`src/rtl/serctl_pkg.sv`:
```
package serctl_pkg;
    localparam int REG_W   = 16;
    localparam int B_MST   = 15;
    localparam int B_OUT2  = 3;
    localparam int B_SCLK  = 2;
    localparam int FMT_W   = 2;
    localparam int GP_LO_A = 0;
    localparam int GP_LO_B = 1;
    localparam int GP_OUT2 = 4;

    typedef enum logic {
        SP_OFF = 1'b0,
        SP_ON  = 1'b1
    } mode_e;
endpackage

```
`src/rtl/serctl_fsm.sv`:
```
module serctl_fsm
    import serctl_pkg::*;
(
    input  logic clk,
    input  logic rst_n,
    input  logic ctrl_wr,
    input  logic wr_master,
    output logic master_q,
    output logic master_rise,
    output logic master_fall
);
    mode_e state_q, state_d;

    always_ff @(posedge clk or negedge rst_n) begin
        if (!rst_n) state_q <= SP_OFF;
        else        state_q <= state_d;
    end

    always_comb begin
        state_d     = state_q;
        master_rise = 1'b0;
        master_fall = 1'b0;
        unique case (state_q)
            SP_OFF: if (ctrl_wr && wr_master) begin
                state_d     = SP_ON;
                master_rise = 1'b1;
            end
            SP_ON: if (ctrl_wr && !wr_master) begin
                state_d     = SP_OFF;
                master_fall = 1'b1;
            end
            default: state_d = SP_OFF;
        endcase
    end

    assign master_q = (state_q == SP_ON);
endmodule

```
`src/rtl/serctl_lanes.sv`:
```
module serctl_lanes
    import serctl_pkg::*;
(
    input  logic             clk,
    input  logic             rst_n,
    input  logic             ctrl_wr,
    input  logic [REG_W-1:0] wdata,
    input  logic             pwrdn,
    output logic             out2_q,
    output logic             sclk_eff,
    output logic [FMT_W-1:0] fmt_q,
    output logic             out2_rise,
    output logic             out2_fall
);
    logic out2_d, sclk_q, sclk_d;

    always_comb begin
        out2_d = out2_q;
        sclk_d = sclk_q & ~pwrdn;
        if (ctrl_wr) begin
            out2_d = wdata[B_OUT2] & wdata[B_MST];
            sclk_d = wdata[B_SCLK] & wdata[B_MST] & ~pwrdn;
        end
    end

    always_ff @(posedge clk or negedge rst_n) begin
        if (!rst_n) begin
            out2_q <= 1'b0;
            sclk_q <= 1'b0;
            fmt_q  <= '0;
        end else begin
            out2_q <= out2_d;
            sclk_q <= sclk_d;
            if (ctrl_wr) fmt_q <= wdata[FMT_W-1:0];
        end
    end

    assign out2_rise = ~out2_q & out2_d;
    assign out2_fall = out2_q & ~out2_d;
    assign sclk_eff  = sclk_q & ~pwrdn;
endmodule

```
`src/rtl/serctl_gpio.sv`:
```
module serctl_gpio
    import serctl_pkg::*;
#(
    parameter int GPIO_W = 5
) (
    input  logic              clk,
    input  logic              rst_n,
    input  logic              gpio_wr,
    input  logic [GPIO_W-1:0] wbits,
    input  logic              master_rise,
    input  logic              master_fall,
    input  logic              out2_rise,
    input  logic              out2_fall,
    output logic [GPIO_W-1:0] cfg_q
);
    for (genvar i = 0; i < GPIO_W; i++) begin : g_bit
        logic set_i, clr_i;
        if (i == GP_LO_A || i == GP_LO_B) begin : g_mst
            assign set_i = master_fall;
            assign clr_i = master_rise;
        end else if (i == GP_OUT2) begin : g_out2
            assign set_i = out2_fall;
            assign clr_i = out2_rise;
        end else begin : g_free
            assign set_i = 1'b0;
            assign clr_i = 1'b0;
        end

        always_ff @(posedge clk or negedge rst_n) begin
            if (!rst_n)       cfg_q[i] <= 1'b1;
            else if (gpio_wr) cfg_q[i] <= wbits[i];
            else if (clr_i)   cfg_q[i] <= 1'b0;
            else if (set_i)   cfg_q[i] <= 1'b1;
        end
    end
endmodule

```
`src/rtl/serctl_reg.sv`:
```
module serctl_reg
    import serctl_pkg::*;
#(
    parameter int              ADDR_W   = 7,
    parameter int              GPIO_W   = 5,
    parameter logic [ADDR_W-1:0] CTRL_IDX = 7'h6A,
    parameter logic [ADDR_W-1:0] GPIO_IDX = 7'h4C
) (
    input  logic              clk,
    input  logic              rst_n,
    input  logic              wr_en,
    input  logic [ADDR_W-1:0] addr,
    input  logic [REG_W-1:0]  wdata,
    output logic [REG_W-1:0]  rdata,
    input  logic              pwrdn,
    output logic              ser_en,
    output logic              ser_out2_en,
    output logic              ser_clk_en,
    output logic [FMT_W-1:0]  ser_fmt,
    output logic [GPIO_W-1:0] gpio_cfg
);
    localparam int PAD_W = REG_W - GPIO_W;

    logic ctrl_wr, gpio_wr;
    logic m_rise, m_fall, o_rise, o_fall;

    assign ctrl_wr = wr_en && (addr == CTRL_IDX);
    assign gpio_wr = wr_en && (addr == GPIO_IDX);

    serctl_fsm u_fsm (
        .clk        (clk),
        .rst_n      (rst_n),
        .ctrl_wr    (ctrl_wr),
        .wr_master  (wdata[B_MST]),
        .master_q   (ser_en),
        .master_rise(m_rise),
        .master_fall(m_fall)
    );

    serctl_lanes u_lanes (
        .clk      (clk),
        .rst_n    (rst_n),
        .ctrl_wr  (ctrl_wr),
        .wdata    (wdata),
        .pwrdn    (pwrdn),
        .out2_q   (ser_out2_en),
        .sclk_eff (ser_clk_en),
        .fmt_q    (ser_fmt),
        .out2_rise(o_rise),
        .out2_fall(o_fall)
    );

    serctl_gpio #(.GPIO_W(GPIO_W)) u_gpio (
        .clk        (clk),
        .rst_n      (rst_n),
        .gpio_wr    (gpio_wr),
        .wbits      (wdata[GPIO_W-1:0]),
        .master_rise(m_rise),
        .master_fall(m_fall),
        .out2_rise  (o_rise),
        .out2_fall  (o_fall),
        .cfg_q      (gpio_cfg)
    );

    always_comb begin
        rdata = '0;
        if (addr == CTRL_IDX) begin
            rdata[B_MST]         = ser_en;
            rdata[B_OUT2]        = ser_out2_en;
            rdata[B_SCLK]        = ser_clk_en;
            rdata[FMT_W-1:0]     = ser_fmt;
        end else if (addr == GPIO_IDX) begin
            rdata = {{PAD_W{1'b0}}, gpio_cfg};
        end
    end
endmodule

```
`config.mk`:
```
export PLATFORM = sky130hd
export DESIGN_NAME = serctl_reg
export DESIGN_NICKNAME = d
export VERILOG_FILES = /design/src/rtl/serctl_pkg.sv /design/src/rtl/serctl_fsm.sv /design/src/rtl/serctl_lanes.sv /design/src/rtl/serctl_gpio.sv /design/src/rtl/serctl_reg.sv
export SDC_FILE = /design/constraint.sdc
export NUM_CORES = 1
export LEC_CHECK = 0
export ABC_AREA = 1
export BUFFER_PORTS_ARGS = -buffer_cell sky130_fd_sc_hd__buf_2
export CAP_MARGIN = 20
export CORE_MARGIN = 10
export CORE_UTILIZATION = 30
export CTS_CLUSTER_DIAMETER = 80
export CTS_CLUSTER_SIZE = 16
export DETAILED_ROUTE_END_ITERATION = 10
export HOLD_SLACK_MARGIN = 0.1
export PLACE_DENSITY = 0.73
export SYNTH_ARGS = -nofsm -noshare
export SYNTH_HDL_FRONTEND = slang
export SYNTH_SLANG_ARGS = --single-unit
```
`constraint.sdc`:
```
create_clock -name clk -period 1.4 [get_ports clk]
set_input_delay 0.28 -clock clk [delete_from_list [all_inputs] [get_ports clk]]
set_output_delay 0.28 -clock clk [all_outputs]
set_load 0.005 [all_outputs]
```
==> metrics.md <==
| Metric | Value |
|---|---|
| Top Metal Used | met4 |
| Crit-path cells | inv_2 -> o22ai_1 -> buf_2 |
| Inserted Diodes | 0 |
| DR WL met2 | 913 um |
| Vias per cell | 4.36 |
| Util after Layout | 0.417 |
| Largest stage delay, worst path | 530 ps |
| Layout area overhead | 33.0% |
| Post-detailed-route wirelength per cell | 12.8 um |
| DRT antenna net count | 0 |
| PwrDens | 788 nW/um2 |
| Setup crit start kind | flop |
| Mapped Cells | 84 |
| Max-capacitance violation count | 0 |
| WHS | roughly 220 ps |
| Hold Path Class | in -> reg |
| Yosys reg bits | 10 |
| Register area share after synthesis | 0.373 |
| TritonCTS buffer count | 3 |
| Nets | 151 |
| TNS Setup | 0 ps |
| DRT Pass-1 Iters | 4 |
| Synth unique cells | 23 |
| LEAKAGE | around 0.55 nW |
| Total congestion overflow | 0 |
| Row count | 17 |
| CTS sink cnt | 10 |
| Reg2Reg Depth | 4 |
| Core Box Area | ~2200 um2 |
| Via count | 659 |
| Effective utilization at floorplan | 0.314 |
| Post-synthesis cell area | 687 um2 |
| Placed Cells | 145 |
| First-pass GRT wire length | 3080 um |
| Total wire length | 1940 um |
| HPWL Detailed | roughly 1600 um |
| Fill count | roughly 240 |
| Max Buffers Root-to-Sink | 2 |
| Min Tclk post-route | 1370 ps |
| Clk pin slew, worst setup/hold paths | 60 ps |
| Worst skew pair latency | 260 ps |
| CP max stage cell | dfstp_2 |
| Final instance area | 913 um2 |
| Reg2reg setup slack | roughly 480 ps |
| DR iter-0 viols | 12 |
| H-tree depth | 1 |
| I/O Buffers | 32 |
| Peak supply drop | 0.466 mV |
| WHS Path Cells | 3 |
| Setup-failing EPs final | 0 |
| Hold Vio Cnt, Final | 0 |
| Multi-input combinational cell area | 329 um2 |
| Slew Limit Fails | 0 |
| CP max FO | 2 |
| DR DRC count | 0 |
| Worst Skew | 6.53 ps |
| Synthesized area per cell | 8.18 um2 |
| Vias in the first global route | 745 |
| Crit path arrival time | approximately 1100 ps |
| Dpl cell area | approximately 860 um2 |
| Gr usage total | 0.0835 |
| Most frequent cells in the layout | buf_2 (32), nand2_1 (15), inv_1 (10), conb_1 (10), o21ai_1 (6) |
| Clock Tree Root | clkbuf_4 |
| WS Path Type | reg -> out |
| RSZ-0062 raised after global routing | true |
| Largest net degree at the start of global routing | 11 |
| Syn. warnings | 0 |
| Commonest non-fill, non-tap cell in the layout | buf_2 |
| Req. time, crit path | 1120 ps |
| # IOs | 53 |
| R2R Path End | u_gpio.cfg_q[1] |
| Outcome | complete, no violations |
| GP Congestion | 0.801 |
| Final setup margin | 25.9 ps |
| Layout Cells excl Fill | 151 |
| Crit share post-route | 0.981 |
| Die W | 67.9 um |
| Sequential cell area | ~260 um2 |
| Die area | around 4600 um2 |
| Hold worst-path end | u_gpio.cfg_q[4] |
| Wl on met1 | 742 um |
| Fmax | 728 MHz |
| Post-layout power | 0.720 mW |
| Crit. End Element | output pin |
| CTS tree | built |
| Pre-CTS WS | -1.98 ps |
| Die Ht | 67.9 um |
| Hold Path Origin | wdata[4] |
| Share of cells above drive strength 1 | 0.496 |
| Antenna violations before repair | 0 |
| DR WL met3 | 278 um |
[timing repair]
item / 4_1_cts / 5_1_grt
hold buffers: 1 / 0
pin swaps: 1 / 2
endpoints found under the setup margin: 1 / 5
buffers inserted: 0 / 1
gates resized for setup: 2 / 3
hold endpoints to repair: 5 / 0
[where the power goes]
group	total (mW)	internal, mW	switching [mW]
combinational	0.157	0.0700	0.0870
clock	0.206	0.110	0.0965
sequential	0.357	0.336	0.0212
total	0.720	0.515	0.205
[kinds of logic (layout without fill, tap and decap cells)]
kind of cell | Yosys count | after routing | share of synthesized area
AOI/OAI and AO/OA | 13 | 13 | 0.124
buffers and inverters | 28 | 58 | 0.217
DFF | 10 | 10 | 0.373
other | 1 | 10 | 0.00546
and+or+nand+nor | 32 | 32 | 0.281
[metal layers]
| metal | up-vias | GRT usage |
|---|---|---|
| met4 | 0 | 0.0201 |
| met3 | 2 | 0.0522 |
| met5 | - | 0 |
| li1 | 330 | - |
| met1 | 296 | 0.0854 |
| met2 | 31 | 0.142 |
[critical path, delay by kind of cell (launching register included)]
| kind | cells | cell delay (ps) |
|---|---|---|
| buf+inv | 2 | 170 |
| compound gates | 1 | 130 |
| flops | 1 | 530 |
[sequential cells by signal, indices dropped and copies added, names as in the netlist, named ones only]
| name | cells |
|---|---|
| u_lanes.fmt_q | 2 |
| u_lanes.sclk_q | 1 |
| u_gpio.cfg_q | 5 |
| u_lanes.out2_q | 1 |
[layout make-up]
type | instances | area share
clock buffer | 4 | 0.0288
timing repair buffer | 36 | 0.211
tap | 28 | 0.0384
inverter | 18 | 0.0808
multi-input combinational | 55 | 0.360
sequential | 10 | 0.281
[how the worst max path moves through the flow]
stage	slack (ps)	start	cells past startpoint	end
floorplan	290	addr[5]	3	rdata[2]
global placement	30	addr[4]	7	rdata[2]
detailed placement	-2	addr[4]	7	rdata[3]
CTS	5	u_gpio.cfg_q[3]	3	rdata[3]
global route	-40	u_gpio.cfg_q[2]	3	rdata[2]
finish	30	u_gpio.cfg_q[2]	3	rdata[2]
[cell usage after synthesis]
cell	number	area, um2
nor2_2	1	6.26
buf_4	10	75.1
dfrtp_1	5	125
inv_1	12	45.0
nand4_1	5	31.3
o21ai_1	6	30.0
nor2_8	1	20.0
nand3_1	1	5.00
conb_1	1	3.75
nor2_1	2	7.51
o22ai_2	1	12.5
dfstp_2	5	131
a32o_1	2	20.0
nand2_4	2	22.5
o22ai_1	2	12.5
inv_2	3	11.3
nor3_2	1	10.0
clkinv_1	1	3.75
clkinv_4	1	8.76
a21oi_1	2	10.0
clkinv_2	1	5.00
nand3_2	3	30.0
nand2_1	16	60.1
Note: power is estimated with default switching activity, not from simulation.
